## src/rtl/wdt_pkg.sv

```systemverilog
package wdt_pkg;

    typedef enum logic {
        WDT_MODE_SOFT   = 1'b0,
        WDT_MODE_ALWAYS = 1'b1
    } wdt_mode_e;

    typedef struct packed {
        logic service;
        logic arm;
        logic disarm;
    } wdt_cmd_t;

    function automatic int unsigned clocks_per_ms(input int unsigned clk_hz);
        return (clk_hz < 1000) ? 1 : clk_hz / 1000;
    endfunction

    function automatic int unsigned width_for(input int unsigned n);
        return (n <= 2) ? 1 : $clog2(n);
    endfunction

endpackage

```

## src/rtl/wdt_bus_decode.sv

```systemverilog
module wdt_bus_decode
    import wdt_pkg::*;
#(
    parameter int unsigned ADDR_W    = 16,
    parameter int unsigned DATA_W    = 8,
    parameter int unsigned SVC_ADDR  = 'h1EF,
    parameter int unsigned CTRL_ADDR = 'h1EE
) (
    input  logic              clk,
    input  logic              rst,
    input  logic              wr,
    input  logic [ADDR_W-1:0] addr,
    input  logic [DATA_W-1:0] wdata,
    input  wdt_mode_e         mode,
    input  logic              blocked,
    output wdt_cmd_t          cmd
);

    logic svc_hit;
    logic ctrl_hit;
    logic unused_upper_data;

    assign svc_hit  = wr && (addr == ADDR_W'(SVC_ADDR)) && !blocked;
    assign ctrl_hit = wr && (addr == ADDR_W'(CTRL_ADDR)) && !blocked
                      && (mode == WDT_MODE_SOFT);

    always_comb begin
        cmd         = '0;
        cmd.service = svc_hit;
        cmd.arm     = ctrl_hit && wdata[0];
        cmd.disarm  = ctrl_hit && !wdata[0];
    end

    generate
        if (DATA_W > 1) begin : g_wide
            assign unused_upper_data = ^wdata[DATA_W-1:1];
        end else begin : g_narrow
            assign unused_upper_data = 1'b0;
        end
    endgenerate

    AST_ONE_COMMAND: assert property (@(posedge clk) disable iff (rst)
        $onehot0({cmd.service, cmd.arm, cmd.disarm}))
        else $error("decode produced two commands at once");

    AST_BLOCKED_SILENT: assert property (@(posedge clk) disable iff (rst)
        blocked |-> (cmd == '0))
        else $error("command accepted during pulse");

endmodule

```

## src/rtl/wdt_timebase.sv

```systemverilog
module wdt_timebase
    import wdt_pkg::*;
#(
    parameter int unsigned DIV   = 1000,
    parameter int unsigned TICKS = 1500
) (
    input  logic clk,
    input  logic rst,
    input  logic run,
    input  logic clear,
    output logic expire
);

    localparam int unsigned MW    = width_for(TICKS);
    localparam int unsigned LIMIT = DIV * TICKS;
    localparam int unsigned LW    = width_for(LIMIT + 1);

    logic          tick;
    logic          hold;
    logic [MW-1:0] ms_q;
    logic          ms_last;

    assign hold = rst || clear || !run;

    generate
        if (DIV > 1) begin : g_prescale
            localparam int unsigned PW = width_for(DIV);
            logic [PW-1:0] pre_q;
            always_ff @(posedge clk) begin
                if (hold) begin
                    pre_q <= '0;
                end else if (pre_q == PW'(DIV - 1)) begin
                    pre_q <= '0;
                end else begin
                    pre_q <= pre_q + 1'b1;
                end
            end
            assign tick = run && (pre_q == PW'(DIV - 1));
        end else begin : g_direct
            assign tick = run;
        end
    endgenerate

    assign ms_last = (ms_q == MW'(TICKS - 1));

    always_ff @(posedge clk) begin
        if (hold) begin
            ms_q <= '0;
        end else if (tick) begin
            ms_q <= ms_last ? '0 : ms_q + 1'b1;
        end
    end

    assign expire = tick && ms_last && !clear;

    // Checker state: armed cycles since the last restart.
    logic [LW-1:0] elapsed_q;
    always_ff @(posedge clk) begin
        if (hold) begin
            elapsed_q <= '0;
        end else begin
            elapsed_q <= elapsed_q + 1'b1;
        end
    end

    AST_EXPIRE_AT_LIMIT: assert property (@(posedge clk) disable iff (rst)
        expire |-> (elapsed_q == LW'(LIMIT - 1)))
        else $error("expiry not at the interval end");

    AST_MS_BOUND: assert property (@(posedge clk) disable iff (rst)
        ms_q <= MW'(TICKS - 1))
        else $error("millisecond count overran");

endmodule

```

## src/rtl/wdt_pulse.sv

```systemverilog
module wdt_pulse
    import wdt_pkg::*;
#(
    parameter int unsigned PULSE_CLKS = 16
) (
    input  logic clk,
    input  logic rst,
    input  logic fire,
    output logic active
);

    localparam int unsigned CW = width_for(PULSE_CLKS);
    localparam int unsigned HW = width_for(PULSE_CLKS + 1);

    logic [CW-1:0] cnt_q;

    always_ff @(posedge clk) begin
        if (rst) begin
            active <= 1'b0;
            cnt_q  <= '0;
        end else if (active) begin
            if (cnt_q == CW'(PULSE_CLKS - 1)) begin
                active <= 1'b0;
                cnt_q  <= '0;
            end else begin
                cnt_q <= cnt_q + 1'b1;
            end
        end else if (fire) begin
            active <= 1'b1;
            cnt_q  <= '0;
        end
    end

    // Checker state: length of the current high run.
    logic [HW-1:0] hi_len_q;
    always_ff @(posedge clk) begin
        if (rst || !active) begin
            hi_len_q <= '0;
        end else begin
            hi_len_q <= hi_len_q + 1'b1;
        end
    end

    AST_PULSE_NOT_LONG: assert property (@(posedge clk) disable iff (rst)
        active |-> (hi_len_q < HW'(PULSE_CLKS)))
        else $error("pulse too long");

    AST_PULSE_FULL_LEN: assert property (@(posedge clk) disable iff (rst)
        $fell(active) |-> (hi_len_q == HW'(PULSE_CLKS)))
        else $error("pulse ended early");

endmodule

```

## src/rtl/strap_watchdog.sv

```systemverilog
module strap_watchdog
    import wdt_pkg::*;
#(
    parameter int unsigned CLK_HZ     = 33_000_000,
    parameter int unsigned TIMEOUT_MS = 1500,
    parameter int unsigned PULSE_CLKS = 16,
    parameter int unsigned ADDR_W     = 16,
    parameter int unsigned DATA_W     = 8,
    parameter int unsigned SVC_ADDR   = 'h1EF,
    parameter int unsigned CTRL_ADDR  = 'h1EE
) (
    input  logic              clk,
    input  logic              rst,
    input  logic              io_wr,
    input  logic [ADDR_W-1:0] io_addr,
    input  logic [DATA_W-1:0] io_wdata,
    input  logic              mode_always,
    output logic              wdt_rst_out
);

    localparam int unsigned DIV = clocks_per_ms(CLK_HZ);

    wdt_mode_e mode;
    wdt_cmd_t  cmd;
    logic      sw_en_q;
    logic      armed;
    logic      pulse_on;
    logic      restart;
    logic      expire;

    assign mode = wdt_mode_e'(mode_always);

    wdt_bus_decode #(
        .ADDR_W   (ADDR_W),
        .DATA_W   (DATA_W),
        .SVC_ADDR (SVC_ADDR),
        .CTRL_ADDR(CTRL_ADDR)
    ) u_decode (
        .clk    (clk),
        .rst    (rst),
        .wr     (io_wr),
        .addr   (io_addr),
        .wdata  (io_wdata),
        .mode   (mode),
        .blocked(pulse_on),
        .cmd    (cmd)
    );

    always_ff @(posedge clk) begin
        if (rst || pulse_on) begin
            sw_en_q <= 1'b0;
        end else if (cmd.arm) begin
            sw_en_q <= 1'b1;
        end else if (cmd.disarm) begin
            sw_en_q <= 1'b0;
        end
    end

    assign armed   = (mode == WDT_MODE_ALWAYS) || sw_en_q;
    assign restart = cmd.service || cmd.arm || cmd.disarm;

    wdt_timebase #(
        .DIV  (DIV),
        .TICKS(TIMEOUT_MS)
    ) u_timebase (
        .clk   (clk),
        .rst   (rst),
        .run   (armed && !pulse_on),
        .clear (restart),
        .expire(expire)
    );

    wdt_pulse #(
        .PULSE_CLKS(PULSE_CLKS)
    ) u_pulse (
        .clk   (clk),
        .rst   (rst),
        .fire  (expire),
        .active(pulse_on)
    );

    assign wdt_rst_out = pulse_on;

    AST_SERVICE_WINS: assert property (@(posedge clk) disable iff (rst)
        (io_wr && (io_addr == ADDR_W'(SVC_ADDR)) && !wdt_rst_out)
            |=> !$rose(wdt_rst_out))
        else $error("pulse despite service write");

    AST_SOFT_IDLE: assert property (@(posedge clk) disable iff (rst)
        (!mode_always && !sw_en_q && !wdt_rst_out) |=> !wdt_rst_out)
        else $error("unarmed timer fired");

    AST_ALWAYS_NO_ARM: assert property (@(posedge clk) disable iff (rst)
        (mode_always && !sw_en_q) |=> !sw_en_q)
        else $error("arm flag set in always mode");

endmodule

```

## config.mk

```make
export PLATFORM = sky130hd
export DESIGN_NAME = strap_watchdog
export DESIGN_NICKNAME = d
export VERILOG_FILES = /design/src/rtl/wdt_pkg.sv /design/src/rtl/wdt_bus_decode.sv /design/src/rtl/wdt_timebase.sv /design/src/rtl/wdt_pulse.sv /design/src/rtl/strap_watchdog.sv
export SDC_FILE = /design/constraint.sdc
export NUM_CORES = 1
export LEC_CHECK = 0
export CAP_MARGIN = 20
export CELL_PAD_IN_SITES_DETAIL_PLACEMENT = 1
export CELL_PAD_IN_SITES_GLOBAL_PLACEMENT = 1
export CORE_ASPECT_RATIO = 0.5
export CORE_MARGIN = 4
export CORE_UTILIZATION = 30
export DETAILED_ROUTE_END_ITERATION = 8
export PLACE_DENSITY_LB_ADDON = 0.15
export RECOVER_POWER = 50
export SETUP_SLACK_MARGIN = 0.2
export SLEW_MARGIN = 0
export SYNTH_ARGS = -nofsm -noshare
export SYNTH_HDL_FRONTEND = slang
export SYNTH_SLANG_ARGS = --single-unit
export TNS_END_PERCENT = 10
```

## constraint.sdc

```tcl
create_clock -name clk -period 3.4 [get_ports clk]
set_clock_uncertainty 0.2 [all_clocks]
set_input_delay 0.85 -clock clk [delete_from_list [all_inputs] [get_ports clk]]
set_output_delay 0.85 -clock clk [all_outputs]
set_load 0.005 [all_outputs]
```

==> impl_metrics.yaml <==
critical_path:
  cp_data_required_time_ns: 3.37
  arrival_ns: 2.92
  cp-start-kind: "input port"
  cp_max_fo: 16
  crit_type: "in2reg"
  ff2ff_setup_slack_ns: 1.21
  end_kind: "register"
route:
  viasPerCell: 5.06
  route.detailed.drc: 0
  dr.pass1.iters: 4
  initialDrtViolationCount: 32
  wirelength_mm: 4.00
  via_count: 1432
  avgRoutedWirePerCell_um: 14.1
  ant_nets: 0
clocking:
  cts_setup_buffers: 0
  cts_tree: "done"
  hold_buffers: 0
  clockRootBuffer: "clkbuf_8"
  clock_path_buffers: 2
  clk-insertion-delay-late_ns: 0.29
  cts_max_level: 2
  clock-sinks: 33
  cts_resized: 0
  numCtsBuffers: 5
  cts.clk_slew.worst_paths_ns: 0.07
logic_synthesis:
  synth_area_um2: 1650
  synth_cell_types: 38
  syn_area_per_cell_um2: 8.81
  ys_ff_latch: 33
  async_flop_share_pct: 0
  ys_seq_area_share_pct: 40.1
  synth_fp_nets: 218
  synth_edf_count: 0
  yosys_warnings: 0
  ys_dominant_reg_cell: "dfxtp_1"
  synth_cells: 187
job:
  maxCapViolations: 0
global_route:
  grt_usage_pct: 13.4
  grt_pass1_vias: 1478
  grt_pass1_wl_mm: 7.03
  grt_antenna_before_repair: 0
  grt_start_max_net_pins: 17
  grt_overflow: 0
pwr:
  p_sw_uw: 167
  p_sw_share_pct: 21.8
  p_clk_share_pct: 43.7
  p_seq_share_pct: 50.9
  p_leak_nw: 0.695
  pwr-share-comb_pct: 5.4
  p_per_area_nw_per_um2: 380
  intPower_uw: 596
  irDropWorstVdd_uv: 133
sta:
  tns_ns: 0
  hold_viol_final: 0
  min_period_ns: 2.95
  fmax_mhz: 339
  slew-limit-headroom_pct: 70.1
  final_max_slew_viol_count: 0
  rsz0062_at_grt: "false"
  tightest_slew_ns: 0.446
  setup_viol: 0
  finalCritPeriodShare_pct: 86.8
die:
  die_h_um: 60.4
  top_level_ports: 29
  dieWidth_um: 113
  fp-row-count: 18
  die_area_um2: 6810
  start_util_pct: 32.2
  coreArea_um2: 5110
final_layout:
  area_growth_pct: 21.9
  final_net_count: 243
  n_antenna_cell: 0
  drive_above_1_share_pct: 7.98
  finish.utilization_pct: 39.3
placement:
  routabilityCongestion: 0.739
  io_buffers: 21
  dp_hpwl_mm: 2.95
min_path:
  hp-class: "reg2reg"
outcome:
  status: "finished, final reports clean"
==> state kept, by name, indices dropped and copies added, names as in the netlist <==
name / flops
u_timebase.ms_q: 11
u_pulse.cnt_q: 4
sw_en_q: 1
u_timebase.g_prescale.pre_q: 16
u_pulse.active: 1
==> worst paths after layout <==
check,from,endpoint,cells past startpoint
max,io_addr[13],u_timebase.g_prescale.pre_q[12],6
min,u_timebase.g_prescale.pre_q[0],u_timebase.g_prescale.pre_q[0],1
max reg2reg,u_timebase.g_prescale.pre_q[0],u_timebase.ms_q[6],6
min reg2reg,u_timebase.g_prescale.pre_q[0],u_timebase.g_prescale.pre_q[0],1
==> area by class of cell <==
class | count | area [um2]
fill | 626 | 3100
multi-input combinational | 146 | 922
sequential | 33 | 661
timing repair buffer | 23 | 225
clock buffer | 7 | 96.3
tap | 70 | 87.6
inverter | 3 | 11.3
clock inverter | 1 | 5.00
==> power groups by stage <==
stage	clock, mW	combinational (mW)	sequential [mW]
floorplan	0	0.0174	0.397
global placement	0	0.0411	0.397
detailed placement	0	0.0421	0.397
CTS	0.346	0.0424	0.388
global route	0.363	0.0453	0.388
finish	0.334	0.0411	0.388
==> cells in the final DEF, fill, tap and decap left out, drive strengths merged, types with 2 or more instances in the layout <==
| master | synthesis | routed |
|---|---|---|
| a32o | 2 | 2 |
| and2 | 2 | 2 |
| o21ai | 6 | 6 |
| clkbuf | 2 | 7 |
| or4 | 4 | 4 |
| ha | 3 | 3 |
| nand4 | 7 | 7 |
| a21oi | 7 | 7 |
| dlygate4sd3 | 0 | 2 |
| nand2 | 13 | 13 |
| a31oi | 2 | 2 |
| a31o | 3 | 3 |
| xor2 | 11 | 11 |
| or3 | 2 | 2 |
| nor2 | 32 | 32 |
| and4 | 4 | 4 |
| and3 | 5 | 5 |
| nand3 | 8 | 8 |
| nor3 | 7 | 7 |
| buf | 3 | 2 |
| clkdlybuf4s50 | 0 | 19 |
| nand4b | 3 | 3 |
| and4bb | 2 | 2 |
| inv | 3 | 3 |
| xnor2 | 9 | 9 |
| nor4 | 4 | 4 |
| mux2i | 2 | 2 |
| dfxtp | 33 | 33 |
==> metal layers <==
layer	share of wire [%]	vias to the layer above	track usage (%)
li1	-	721	-
met1	52	677	16.3
met2	41	28	21.5
met3	5.2	6	4.78
met4	1.8	0	6.68
met5	0	-	0
==> through the flow <==
step / hold WS [ns] / std cells / area [um2] / setup slack (ns) / total power, mW
floorplan: 0.217 / 187 / 1650 / 0.791 / 0.414
global placement: 0.232 / 275 / 1910 / 0.301 / 0.438
detailed placement: 0.248 / 275 / 1910 / 0.283 / 0.439
CTS: 0.259 / 283 / 2010 / 0.599 / 0.776
global route: 0.281 / 283 / 2010 / 0.306 / 0.797
finish: 0.257 / 283 / 2010 / 0.449 / 0.763
==> worst max-delay path, stage by stage <==
cell           delay, ns
dlygate4sd3_1       0.53
or4_1               0.57
nor4_4              0.35
a21o_1              0.21
or2_2               0.32
nor2_1              0.09
==> logic make-up (layout without fill, tap and decap cells) <==
family	Yosys count	count (layout)	share of synthesized area (%)
flops	33	33	40.1
buf+inv	8	34	3.72
simple gates	98	98	33.0
fa+ha+maj	3	3	2.28
xor+xnor	20	20	10.6
compound gates	23	23	9.11
mux	2	2	1.21
==> cells in the mapped netlist, drive strengths merged (3+ instances only) <==
cell type	n	share of area (%)
dfxtp	33	40
or4	4	2.0
xnor2	9	4.8
and3	5	1.9
nand4b	3	1.6
o21ai	6	1.8
nand4	7	2.7
nor2	32	7.3
nand2	13	3.0
xor2	11	5.8
a21oi	7	2.1
a31o	3	1.6
and4	4	2.1
buf	3	2.6
nand3	8	2.4
nor4	4	2.4
nor3	7	2.1
ha	3	2.3
inv	3	0.68
Note: power is estimated with default switching activity, not from simulation.
